==> src/rtl/cqh_pkg.sv <==
package cqh_pkg;

    localparam int REG_W  = 16;
    localparam int ADDR_W = 2;

    // Word addresses
    localparam logic [ADDR_W-1:0] A_CMD   = 2'd0;
    localparam logic [ADDR_W-1:0] A_STCTL = 2'd1;
    localparam logic [ADDR_W-1:0] A_PARAM = 2'd2;
    localparam logic [ADDR_W-1:0] A_QRESP = 2'd3;

    // Status bit positions (decoded by host software)
    localparam int ST_CMDRDY = 0;
    localparam int ST_QRDY   = 1;
    localparam int ST_PASSED = 2;
    localparam int ST_READY  = 3;
    localparam int ST_NOERR  = 6;
    localparam int ST_DONE   = 7;

    // Control bit positions
    localparam int CT_HOLD    = 0;
    localparam int CT_INHIBIT = 1;
    localparam int CT_A24     = 15;

    typedef struct packed {
        logic wr_cmd;
        logic wr_ctrl;
        logic wr_param;
        logic rd_query;
    } host_strb_t;

    typedef struct packed {
        logic done;
        logic noerr;
        logic ready;
        logic passed;
        logic q_rdy;
        logic cmd_rdy;
    } flags_t;

    typedef struct packed {
        logic hold;
        logic inhibit;
        logic a24;
    } ctrl_t;

    typedef enum logic [2:0] {
        S_RST,
        S_INIT,
        S_FAIL,
        S_IDLE,
        S_ACCEPT,
        S_BUSY,
        S_FIN,
        S_REARM
    } seq_st_t;

    function automatic logic [REG_W-1:0] pack_status(input flags_t f);
        logic [REG_W-1:0] w;
        w            = '1;
        w[ST_CMDRDY] = f.cmd_rdy;
        w[ST_QRDY]   = f.q_rdy;
        w[ST_PASSED] = f.passed;
        w[ST_READY]  = f.ready;
        w[ST_NOERR]  = f.noerr;
        w[ST_DONE]   = f.done;
        return w;
    endfunction

endpackage

==> src/rtl/cqh_decode.sv <==
module cqh_decode
    import cqh_pkg::*;
(
    input  logic              bus_wr,
    input  logic              bus_rd,
    input  logic [ADDR_W-1:0] bus_addr,
    output host_strb_t        strb
);

    always_comb begin
        strb.wr_cmd   = bus_wr && (bus_addr == A_CMD);
        strb.wr_ctrl  = bus_wr && (bus_addr == A_STCTL);
        strb.wr_param = bus_wr && (bus_addr == A_PARAM);
        strb.rd_query = bus_rd && (bus_addr == A_QRESP);
    end

endmodule

==> src/rtl/cqh_ctrl_reg.sv <==
module cqh_ctrl_reg
    import cqh_pkg::*;
(
    input  logic  clk,
    input  logic  rst,
    input  logic  wr,
    input  logic  hold_bit,
    input  logic  inhibit_bit,
    input  logic  a24_bit,
    output ctrl_t ctrl
);

    // Only the board reset clears the control word; the hold it carries
    // must survive the module reset it causes.
    always_ff @(posedge clk) begin
        if (rst) begin
            ctrl <= '0;
        end else if (wr) begin
            ctrl.hold    <= hold_bit;
            ctrl.inhibit <= inhibit_bit;
            ctrl.a24     <= a24_bit;
        end
    end

endmodule

==> src/rtl/cqh_seq.sv <==
module cqh_seq
    import cqh_pkg::*;
#(
    parameter int INIT_CYCLES = 8
) (
    input  logic             clk,
    input  logic             rst,
    input  logic             hold,
    input  logic             wr_cmd,
    input  logic             wr_param,
    input  logic             rd_query,
    input  logic [REG_W-1:0] wdata,
    input  logic             selftest_ok,
    input  logic             eng_ack,
    input  logic             eng_err,
    input  logic             eng_qvalid,
    input  logic [REG_W-1:0] eng_qdata,
    output flags_t           flags,
    output logic             failed,
    output logic             eng_req,
    output logic [REG_W-1:0] opcode,
    output logic [REG_W-1:0] param,
    output logic [REG_W-1:0] qresp
);

    localparam int CNT_W = (INIT_CYCLES > 1) ? $clog2(INIT_CYCLES) : 1;
    localparam logic [CNT_W-1:0] CNT_LAST = CNT_W'(INIT_CYCLES - 1);

    seq_st_t          state;
    logic [CNT_W-1:0] cnt;

    assign eng_req = (state == S_BUSY);

    always_ff @(posedge clk) begin
        if (rst || hold) begin
            state         <= S_RST;
            flags.done    <= 1'b0;
            flags.noerr   <= 1'b1;
            flags.ready   <= 1'b0;
            flags.passed  <= 1'b0;
            flags.q_rdy   <= 1'b0;
            flags.cmd_rdy <= 1'b0;
            failed        <= 1'b0;
            cnt           <= '0;
            opcode        <= '0;
            param         <= '0;
            qresp         <= '0;
        end else begin
            // host-side clear; a completion in the same cycle wins below
            if (rd_query) flags.q_rdy <= 1'b0;
            if (wr_param && flags.cmd_rdy) param <= wdata;
            case (state)
                S_RST: begin
                    flags.passed <= 1'b1;
                    cnt          <= '0;
                    state        <= S_INIT;
                end
                S_INIT: begin
                    if (cnt == CNT_LAST) begin
                        if (selftest_ok) begin
                            flags.ready <= 1'b1;
                            state       <= S_FIN;
                        end else begin
                            flags.passed <= 1'b0;
                            failed       <= 1'b1;
                            state        <= S_FAIL;
                        end
                    end else begin
                        cnt <= cnt + 1'b1;
                    end
                end
                S_FAIL: state <= S_FAIL;
                S_IDLE: begin
                    if (wr_cmd) begin
                        flags.cmd_rdy <= 1'b0;
                        opcode        <= wdata;
                        state         <= S_ACCEPT;
                    end
                end
                S_ACCEPT: begin
                    flags.done <= 1'b0;
                    state      <= S_BUSY;
                end
                S_BUSY: begin
                    if (eng_ack) begin
                        flags.noerr <= !eng_err;
                        if (eng_qvalid) begin
                            flags.q_rdy <= 1'b1;
                            qresp       <= eng_qdata;
                        end
                        state <= S_FIN;
                    end
                end
                S_FIN: begin
                    flags.done <= 1'b1;
                    state      <= S_REARM;
                end
                S_REARM: begin
                    flags.cmd_rdy <= 1'b1;
                    state         <= S_IDLE;
                end
            endcase
        end
    end

    // DONE moves only behind a low command-ready
    a_r6_done_gated: assert property (@(posedge clk) disable iff (rst || hold)
        !$stable(flags.done) |-> $past(!flags.cmd_rdy));

    // no-error moves only behind a low DONE
    a_r6_noerr_gated: assert property (@(posedge clk) disable iff (rst || hold)
        !$stable(flags.noerr) |-> $past(!flags.done));

    // query-ready is raised only behind a low DONE
    a_r6_qrdy_gated: assert property (@(posedge clk) disable iff (rst || hold)
        $rose(flags.q_rdy) |-> $past(!flags.done));

    // an accepted command write drops command-ready
    a_r2_cmd_clears: assert property (@(posedge clk) disable iff (rst || hold)
        (wr_cmd && flags.cmd_rdy) |=> !flags.cmd_rdy);

    // command-ready returns only after DONE is already up
    a_r4_rearm_after_done: assert property (@(posedge clk) disable iff (rst || hold)
        $rose(flags.cmd_rdy) |-> $past(flags.done));

    // the engine is asked only while both handshake flags are low
    a_r3_req_flags_low: assert property (@(posedge clk) disable iff (rst || hold)
        eng_req |-> (!flags.done && !flags.cmd_rdy));

    // initialized implies passed
    a_r8_ready_passed: assert property (@(posedge clk) disable iff (rst || hold)
        flags.ready |-> flags.passed);

endmodule

==> src/rtl/cmdq_hs_regif.sv <==
module cmdq_hs_regif
    import cqh_pkg::*;
#(
    parameter int INIT_CYCLES = 8
) (
    input  logic              clk,
    input  logic              rst,
    input  logic              bus_wr,
    input  logic              bus_rd,
    input  logic [ADDR_W-1:0] bus_addr,
    input  logic [REG_W-1:0]  bus_wdata,
    output logic [REG_W-1:0]  bus_rdata,
    output logic              eng_req,
    output logic [REG_W-1:0]  eng_opcode,
    output logic [REG_W-1:0]  eng_param,
    input  logic              eng_ack,
    input  logic              eng_err,
    input  logic              eng_qvalid,
    input  logic [REG_W-1:0]  eng_qdata,
    input  logic              selftest_ok,
    output logic              mod_reset,
    output logic              sys_fail,
    output logic              a24_en
);

    host_strb_t       strb;
    ctrl_t            ctrl;
    flags_t           flags;
    logic             failed;
    logic [REG_W-1:0] qresp;

    cqh_decode u_decode (
        .bus_wr  (bus_wr),
        .bus_rd  (bus_rd),
        .bus_addr(bus_addr),
        .strb    (strb)
    );

    cqh_ctrl_reg u_ctrl (
        .clk        (clk),
        .rst        (rst),
        .wr         (strb.wr_ctrl),
        .hold_bit   (bus_wdata[CT_HOLD]),
        .inhibit_bit(bus_wdata[CT_INHIBIT]),
        .a24_bit    (bus_wdata[CT_A24]),
        .ctrl       (ctrl)
    );

    cqh_seq #(.INIT_CYCLES(INIT_CYCLES)) u_seq (
        .clk        (clk),
        .rst        (rst),
        .hold       (ctrl.hold),
        .wr_cmd     (strb.wr_cmd),
        .wr_param   (strb.wr_param),
        .rd_query   (strb.rd_query),
        .wdata      (bus_wdata),
        .selftest_ok(selftest_ok),
        .eng_ack    (eng_ack),
        .eng_err    (eng_err),
        .eng_qvalid (eng_qvalid),
        .eng_qdata  (eng_qdata),
        .flags      (flags),
        .failed     (failed),
        .eng_req    (eng_req),
        .opcode     (eng_opcode),
        .param      (eng_param),
        .qresp      (qresp)
    );

    always_comb begin
        case (bus_addr)
            A_STCTL: bus_rdata = pack_status(flags);
            A_QRESP: bus_rdata = qresp;
            default: bus_rdata = '1;
        endcase
    end

    assign mod_reset = ctrl.hold;
    assign a24_en    = ctrl.a24;
    assign sys_fail  = failed && !ctrl.inhibit;

    // the fail line is never raised while passed reads 1
    a_r10_fail_not_passed: assert property (@(posedge clk) disable iff (rst)
        sys_fail |-> !flags.passed);

    // while held, the sequencer reports not passed one cycle in
    a_r9_hold_clears_passed: assert property (@(posedge clk) disable iff (rst)
        (mod_reset && $past(mod_reset)) |-> !flags.passed);

endmodule

==> config.mk <==
export PLATFORM = sky130hd
export DESIGN_NAME = cmdq_hs_regif
export DESIGN_NICKNAME = d
export VERILOG_FILES = /design/src/rtl/cqh_pkg.sv /design/src/rtl/cqh_decode.sv /design/src/rtl/cqh_ctrl_reg.sv /design/src/rtl/cqh_seq.sv /design/src/rtl/cmdq_hs_regif.sv
export SDC_FILE = /design/constraint.sdc
export NUM_CORES = 1
export LEC_CHECK = 0
export ABC_AREA = 1
export CELL_PAD_IN_SITES_DETAIL_PLACEMENT = 1
export CELL_PAD_IN_SITES_GLOBAL_PLACEMENT = 2
export CORE_MARGIN = 3
export CORE_UTILIZATION = 22
export CTS_CLUSTER_DIAMETER = 120
export DETAILED_ROUTE_END_ITERATION = 12
export PLACE_DENSITY_LB_ADDON = 0.3
export SKIP_LAST_GASP = 1
export SYNTH_ARGS = -nofsm -noshare
export SYNTH_HDL_FRONTEND = slang
export SYNTH_SLANG_ARGS = --single-unit
==> constraint.sdc <==
create_clock -name clk -period 1.1 [get_ports clk]
set_input_delay 0.165 -clock clk [delete_from_list [all_inputs] [get_ports clk]]
set_output_delay 0.165 -clock clk [all_outputs]
set_load 0.05 [all_outputs]
# Word-level counts from Yosys, hierarchy flattened
# Index checks and enable logic that the tools add are counted.
dict set report word_totals {
  reg_bits 64
  in_bits 42
  word_cells 74
}
dict set report op_classes {
  add_sub_neg 1
  eq_ne 16
  n_mux 18
  bitwise 1
  n_reduce_logical 23
}
# operator n
set op_table {}
lappend op_table {{16-bit one-hot mux with 2 select lines} 1}
lappend op_table {{3-bit one-hot mux with 8 select lines} 1}
lappend op_table {{3-bit == test (second input constant)} 5}
lappend op_table {{3-bit two-way mux} 5}
lappend op_table {{3-bit AND reduction} 5}
lappend op_table {{2-bit AND reduction} 4}
lappend op_table {{1-bit two-way mux} 7}
lappend op_table {{3-bit by 2-bit == test with 1-bit output (second input constant)} 2}
lappend op_table {{1-bit logical AND} 6}
lappend op_table {{2-bit by 1-bit inequality test with 1-bit output (second input constant)} 3}
lappend op_table {{1-bit one-hot mux with 2 select lines} 3}
lappend op_table {{3-bit one-hot mux with 2 select lines} 1}
lappend op_table {{2-bit nonzero test} 3}
lappend op_table {{2-bit == test (second input constant)} 2}
lappend op_table {{2-bit inequality test (second input constant)} 2}
lappend op_table {{3-bit by 1-bit adder with 3-bit output (second input constant)} 1}
lappend op_table {{3-bit by 1-bit == test with 1-bit output (second input constant)} 1}
lappend op_table {{3-bit logical NOT} 1}
lappend op_table {{2-bit by 1-bit == test with 1-bit output (second input constant)} 1}
lappend op_table {{1-bit logical NOT} 2}
lappend op_table {{2-bit logical NOT} 1}
lappend op_table {{1-bit logical OR} 1}
lappend op_table {{1-bit inverter} 1}

# Longest topological paths before layout
# Gate-level depths: netlist (run 1).
dict set report depth {
  ltp_word 6
  depth_mapped 8
  mapped_depth_nobuf 7
}

# Modules after synthesis
# Synthesis (run 1) repeated with hierarchy kept, for this count alone.
dict set report unflattened {
  cells_unflattened 357
  hier_area_um2 2706.3
}
# module n_inst cells_per_inst area_per_inst_um2 seq_area_each_um2
set by_module_without_submodules {}
lappend by_module_without_submodules {cqh_seq 1 294 2323.5 1221.2}
lappend by_module_without_submodules {cmdq_hs_regif 1 35 229.0 0.0}
lappend by_module_without_submodules {cqh_ctrl_reg 1 19 120.1 60.1}
lappend by_module_without_submodules {cqh_decode 1 9 33.8 0.0}

# Worst setup path before layout (run 1)
# Ideal clock, no wire load.
dict set report synth_path {
  kind {input-to-output}
  from {in bus_addr[1]}
  to {out bus_rdata[3]}
  arrival_time_ns 1.508
  required_time_ns 0.935
  slack_ns -0.573
  path_stages 5
  n_path_buf 2
  path_cell_list {buf_4 nand2_1 clkbuf_1 nor2_1 a21oi_1}
}
dict set report synth_between {
  elab_chain_cells 2
  elab_cells_between_ends 3
  cone_classes {eq/ne: 2; mux: 1}
}
# element line_no
set synth_lines {}
lappend synth_lines {{start, declared} cmdq_hs_regif.sv:10} ;# input logic [ADDR_W-1:0] bus_addr,
lappend synth_lines {{2-bit == test or 2-bit by 1-bit == test with 1-bit output (tied branches)} cmdq_hs_regif.sv:71} ;# case (bus_addr)
lappend synth_lines {{16-bit one-hot mux with 2 select lines *} cmdq_hs_regif.sv:71}
lappend synth_lines {{end, declared} cmdq_hs_regif.sv:12} ;# output logic [REG_W-1:0] bus_rdata,
# Mark *: on every way between the ends. The rest lies on a longest branch, timed or not.

# Worst setup path after layout (run 1)
dict set report layout_path {
  from {reg u_seq.state[1]}
  to {out eng_req}
}
dict set report layout_between {
  elab_chain_cells 1
}
# element line_no
set layout_lines {}
lappend layout_lines {{start, declared} cqh_seq.sv:29} ;# seq_st_t state;
lappend layout_lines {{start signal, assigned} cqh_seq.sv:36} ;# state <= S_RST;
lappend layout_lines {{start signal, assigned} cqh_seq.sv:56} ;# state <= S_INIT;
lappend layout_lines {{start signal, assigned} cqh_seq.sv:62} ;# state <= S_FIN;
lappend layout_lines {{3-bit == test} cqh_seq.sv:32} ;# assign eng_req = (state == S_BUSY);
lappend layout_lines {{end, declared} cmdq_hs_regif.sv:13} ;# output logic eng_req,
# Every way passes these cells.

==> results of run 1 <==
-- through the flow --
| step | setup TNS (ns) | utilization, % | hold WS [ns] | setup slack, ns |
|---|---|---|---|---|
| finish | -6.92 | 45.5 | 0.359 | -0.217 |
| global route | -11.65 | 45.5 | 0.400 | -0.260 |
| CTS | -5.28 | 43.2 | 0.339 | -0.250 |
| detailed placement | -33.65 | 37.2 | 0.458 | -0.524 |
| global placement | -31.30 | 37.2 | 0.454 | -0.498 |
| floorplan | -1.25 | - | 0.224 | -0.0469 |
-- synth_stat cells --
cell type,number
nor2_1,125
dfxtp_1,64
nand2_1,34
nand3b_1,19
o21ai_0,18
o21ai_1,15
a21oi_1,11
inv_1,11
nand3_1,11
or2_2,10
buf_2,9
buf_4,5
inv_2,5
nor3_1,5
clkbuf_1,2
ha_1,2
nand2_2,2
nand2_4,2
nand3_4,2
nand4_1,2
nor2_4,2
nor2_8,2
a211oi_1,1
buf_6,1
buf_8,1
inv_4,1
nand4_2,1
nor2_2,1
o211ai_1,1
o21bai_1,1
or2_1,1
-- registers in the layout, indices dropped and copies added, names as in the netlist --
name / cells
u_seq.state: 3
u_seq.qresp: 16
u_seq.opcode: 16
u_seq.failed: 1
u_ctrl.ctrl: 3
u_seq.cnt: 3
u_seq.flags: 6
u_seq.param: 16
-- worst register-to-register path: cells and delay by family (launching register included) --
kind | cells | cell delay [ns]
buffers and inverters | 2 | 0.24
and+or+nand+nor | 5 | 0.57
DFF | 1 | 0.38
-- final timing paths --
path | endpoint | from | cells past startpoint
setup / recovery | eng_req | u_seq.state[1]$_SDFFE_PP0P_ | 4
hold / removal | u_seq.flags[1]$_SDFF_PP0_ | bus_addr[1] | 5
setup reg to reg | u_seq.opcode[2]$_SDFFE_PP0P_ | u_seq.state[1]$_SDFFE_PP0P_ | 7
hold reg to reg | u_seq.qresp[9]$_SDFFE_PP0P_ | u_seq.qresp[9]$_SDFFE_PP0P_ | 2
-- metal layers --
metal / up-vias / track usage, %
li1: 1474 / -
met1: 1425 / 17.7
met2: 65 / 26.3
met3: 18 / 2.63
met4: 0 / 7.02
met5: - / 0
-- layout make-up --
cell class	count	area, µm²
inverters	17	98.8
clock inverters	3	15.0
multi-input cells	271	1730
diodes	1	2.50
clock buffers	13	270
fillers	1409	6660
repair inverters	1	11.3
repair buffers	146	1890
well taps	168	210
flip-flops and latches	64	1320
-- logic make-up after synthesis --
group           share of synthesized area [%]
buf+inv                                  6.56
fa+ha+maj                               0.899
flops                                    46.0
simple gates                             37.8
compound gates                           8.72
-- what timing repair did --
| item | in CTS | in global routing |
|---|---|---|
| buffers inserted | 8 | 7 |
| pin swaps | 33 | 21 |
| resized for setup | 112 | 63 |
| cloned | 5 | 1 |
| endpoints found under the setup margin | 83 | 79 |
| hold buffers | 0 | 0 |
-- power by group --
| part | switching [mW] | internal [mW] |
|---|---|---|
| registers | 0.207 | 2.54 |
| clock network | 1.04 | 1.70 |
| logic | 1.42 | 1.33 |
| total | 2.66 | 5.57 |
==> results_dict.tcl, run 1 <==
set metrics [dict create \
    worst_slack_ns -0.217 \
    power_mw 8.23 \
    syn_area_per_cell_um2 7.59 \
    drive_gt1_share_pct 47.8 \
    critPathLaunchType "flop" \
    clk_pin_slew_ns 0.05 \
    worst_setup_path_end_kind "output pin" \
    remaining_drc_errors 0 \
    path_cells "inv_4 > nand3_4 > clkinvlp_4 > buf_12" \
    routedWlPerCell_um 15.3 \
    dr_wl_met3_um 346 \
    finClkSkew_ns 0.00544 \
    status "finished with violations" \
    syn_area_um2 2780 \
    arrival_ns 1.15 \
    path_delay_family "flip-flops" \
    path_class "flop to output pin" \
    final_common_cell "nor2_1" \
    period_needed_ns 1.32 \
    port_buffers 93 \
    place.gp.congestion 0.769 \
    wl_met1_um 4350 \
    syn_inst 367 \
    yosysWarnings 0 \
    critPathMaxFanout 3 \
    grt_max_degree 21 \
    start_util_pct 22.8 \
    vdd_drop_max_mv 0.628 \
    relSlewSlack_pct 79.3 \
    dp_cells 647 \
    synth_area_leaders "dfxtp_1, nor2_1, nand3b_1, nand2_1, o21ai_0" \
    setup_viol_count_final 75 \
    rsz0062_at_grt "yes" \
    fp-row-count 40 \
    grt_first_pass_wirelength_um 16600 \
    cts-buffers-inserted 9 \
    mostFrequentLayoutCells "nor2_1, buf_12, dfxtp_1, clkdlybuf4s50_1" \
    hold_class "input pin to flop" \
    routed.top_layer "met4" \
    ys_ff_latch 64 \
    fmax_ghz 0.760 \
    die_w_um 118 \
    violations "negative setup slack" \
    clkLatencyLatePin_ns 0.33 \
    grt_overflow 0 \
    routed_via_density 4.36 \
    hpwlAfterDp_um 6790 \
    slew_violations 0 \
    synth-seq-area-share_pct 46.0 \
    cts.path.max_buffers 2 \
    dr_total_vias 2982 \
    required_ns 0.94 \
    tightest_slew_ns 0.310 \
    slowest_stage "dfxtp_4" \
    max_cap_violations 0 \
    cts_tree "done" \
    wirelength_um 10500 \
    cts_root_buffer "clkbuf_16" \
    finalNetCount 554 \
    p_leak_nw 2.21 \
    die_area_um2 14000 \
    first_pass_iters 4 \
    dr_wl_met2_um 5500 \
    fin_area_um2 5550 \
    slowest_delay_ns 0.38 \
    ff2ff_setup_slack_ns -0.18 \
    drtIter0Drc 126 \
    area_growth_pct 99.4 \
    hold_violations 0 \
    fin_crit_sh_pct 120 \
    dieHeight_um 118 \
    yosysUniqueCellTypes 31 \
    grt_usage_pct 15.0 \
    core_area_um2 12200 \
    cts-htree-levels 3 \
    grt_pass1_vias 3170 \
    yosys.area.top_type_share_pct 46.0 \
    antenna_found_initial 1 \
    yosysTopAreaCell "dfxtp_1" \
    path_buf_inv 3 \
    ant_nets 0 \
    numClockSinks 64 \
    synth_nets 411 \
    placed_area_um2 4540 \
    power_density_nw_per_um2 1480 \
    fin_cells 684 \
    top_level_ports 94 \
]
(Power assumes the default switching activity.)
==> inputs of run 2 (changes only) <==
--- a/config.mk
+++ b/config.mk
@@ -9,7 +9,7 @@
 export CELL_PAD_IN_SITES_DETAIL_PLACEMENT = 1
 export CELL_PAD_IN_SITES_GLOBAL_PLACEMENT = 2
 export CORE_MARGIN = 3
-export CORE_UTILIZATION = 22
+export CORE_UTILIZATION = 25
 export CTS_CLUSTER_DIAMETER = 120
 export DETAILED_ROUTE_END_ITERATION = 12
 export PLACE_DENSITY_LB_ADDON = 0.3
==> constraint.sdc (replaced) <==
create_clock -name clk -period 1.65 [get_ports clk]
set_input_delay 0.2475 -clock clk [delete_from_list [all_inputs] [get_ports clk]]
set_output_delay 0.2475 -clock clk [all_outputs]
set_load 0.05 [all_outputs]
==> run 2 against run 1 <==
  * Combinational power shrank 59%
  * Setup slack gained 0.38 ns
  * First-iteration DRC count shrank 19%
  * Non-clock buffer count shrank 38
  * Sequential power shrank 36%
  * Sequential share of layout area grew 7.1 points
  * Flip-flop and latch count is the same
  * Largest power group is now registers
  * Register-to-register slack gained 0.40 ns
  * Clock power shrank 51%
  * The run now ends clean
  * Power shrank 48%
  * Via count shrank 12%
  * Core utilization shrank 6.2 points
==> results_dict.tcl, run 2 (same netlist as run 1, synthesis figures left out) <==
set metrics [dict create \
    r2r_start "u_seq.cnt[0]$_SDFFE_PP0P_" \
    finalNetCount 512 \
    path_buf_inv 2 \
    grt_usage_pct 13.3 \
    slew_violations 0 \
    finClkSkew_ns 0.0107 \
    arrival_ns 1.24 \
    path_cells "nand3_4 > inv_1 > buf_12" \
    mostFrequentLayoutCells "nor2_1, dfxtp_1, buf_4, clkdlybuf4s50_1, nand2_1" \
    place.gp.congestion 0.740 \
    top_level_ports 94 \
    seqPwrFrac_pct 41.4 \
    hpwlAfterDp_um 6070 \
    cts-htree-levels 3 \
    start_util_pct 26.4 \
    rr_endpoint "u_seq.state[1]$_SDFFE_PP0P_" \
    slowest_delay_ns 0.47 \
    cts-buffers-inserted 9 \
    status "complete, no violations" \
    cts_tree "done" \
    hold_violations 0 \
    core_area_um2 10600 \
    path_class "flop to output pin" \
    relSlewSlack_pct 78.2 \
    cts_hold_buf 0 \
    die_area_um2 12400 \
    path_delay_family "flip-flops" \
    fmax_ghz 0.672 \
    first_pass_iters 6 \
    grt_pass1_vias 2765 \
    final_common_cell "nor2_1" \
    comb_power_share_pct 26.7 \
    place_ws_ns -0.0473 \
    cts_root_buffer "clkbuf_8" \
    antenna_found_initial 0 \
    grt_first_pass_wirelength_um 13500 \
    worst_slack_ns 0.162 \
    grt_max_degree 39 \
    max_cap_violations 0 \
    worstHoldPathCells 2 \
    reg.largest.list "u_seq.opcode x16, u_seq.param x16, u_seq.qresp x16" \
    ant_nets 0 \
    critPathMaxFanout 5 \
    wirelength_um 7990 \
    power.switching_mw 1.40 \
    die_w_um 112 \
    post_cts.repair.setup_buffers 0 \
    critPathLaunchType "flop" \
    p_leak_nw 1.79 \
    internal_power_mw 2.85 \
    clk_pin_slew_ns 0.07 \
    remaining_drc_errors 0 \
    dr_total_vias 2617 \
    numClockSinks 64 \
    power_density_nw_per_um2 1030 \
    rsz0062_at_grt "no" \
    power_mw 4.25 \
    clock_power_share_pct 31.8 \
    setup_tns_ns 0 \
    tightest_slew_ns 0.326 \
    drtIter0Drc 102 \
    fin_crit_sh_pct 90.2 \
    routedWlPerCell_um 13.1 \
    required_ns 1.40 \
    vdd_drop_max_mv 0.362 \
    dieHeight_um 112 \
    area_growth_pct 48.9 \
    swShare_pct 32.9 \
    grt_use_met3_pct 5.33 \
    cts.path.max_buffers 2 \
    ff2ff_setup_slack_ns 0.22 \
    grt_overflow 0 \
    r2r_cells 7 \
    slowest_stage "dfxtp_1" \
    startpoint "u_seq.state[0]$_SDFFE_PP0P_" \
    clkLatencyLatePin_ns 0.34 \
    busiest_layer "met2" \
    routed_via_density 4.30 \
    hold_path_end "u_seq.failed$_SDFFE_PP0P_" \
    gr-usage-met1_pct 17.2 \
    hp-start "u_seq.failed$_SDFFE_PP0P_" \
    hold_class "flop to flop" \
    port_buffers 93 \
    period_needed_ns 1.49 \
    worst_setup_path_end_kind "output pin" \
    antenna_cells 0 \
    grt_util_met2_pct 21.1 \
    fp-row-count 37 \
    drive_gt1_share_pct 25.2 \
    setup_viol_count_final 0 \
]
run 2: changes by cell type in the layout (fill, tap and decap cells not counted), moves of 11 or more:
cell	delta
buf_8	-12
dfxtp_1	+23
or2_4	-11
o21ai_2	-17
buf_4	+16
dfxtp_2	-18
o21ai_0	+15
buf_12	-33
nor2_4	-12
nor2_1	+18
run 2: worst min-delay path: stages, from the launching register on:
cell and delay (ns):
dfxtp_1 0.30, inv_1 0.06, a21oi_1 0.06
run 2: power groups by stage:
stage	logic, mW	clock network [mW]	registers (mW)
5_1_grt	1.27	1.48	1.78
3_3_place_gp	1.11	0	1.80
3_5_place_dp	1.13	0	1.80
2_1_floorplan	0.720	0	1.81
6_report	1.14	1.35	1.76
4_1_cts	1.15	1.43	1.76
run 2: through the flow:
step	area, µm²	cells	hold slack (ns)	util (%)
after floorplan	2800	367	0.317	-
after global placement	3890	593	0.450	36.9
after detailed placement	3890	593	0.450	36.9
after CTS	4140	609	0.462	39.3
after global routing	4150	609	0.503	39.3
final	4150	609	0.460	39.3
run 2: final cells by class:
| type | count | area (µm²) |
|---|---|---|
| fillers | 1286 | 6410 |
| multi-input cells | 268 | 1340 |
| flip-flops and latches | 64 | 1280 |
| repair buffers | 108 | 1080 |
| well taps | 136 | 170 |
| clock buffers | 11 | 141 |
| inverters | 17 | 66.3 |
| clock inverters | 5 | 56.3 |
run 2: repair_timing:
item                                    CTS  global route
cloned                                    0             0
resized for setup                        17             1
pin swaps                                 0             0
endpoints found under the setup margin   12             1
endpoints found under the hold margin     0             0
run 2: worst max path at each step:
stage                     slack [ns]      endpoint  cells past startpoint
final                           0.16       eng_req                      3
after CTS                       0.02       eng_req                      3
after global placement         -0.04  bus_rdata[4]                      5
after floorplan                 0.11  bus_rdata[3]                      5
after global routing            0.07       eng_req                      3
after detailed placement       -0.05  bus_rdata[4]                      5
run 2: metal layers:
metal	vias to the layer above	part of all wire [%]
met2	69	46
met5	-	0
met3	8	6.3
li1	1373	-
met4	0	0.79
met1	1167	47
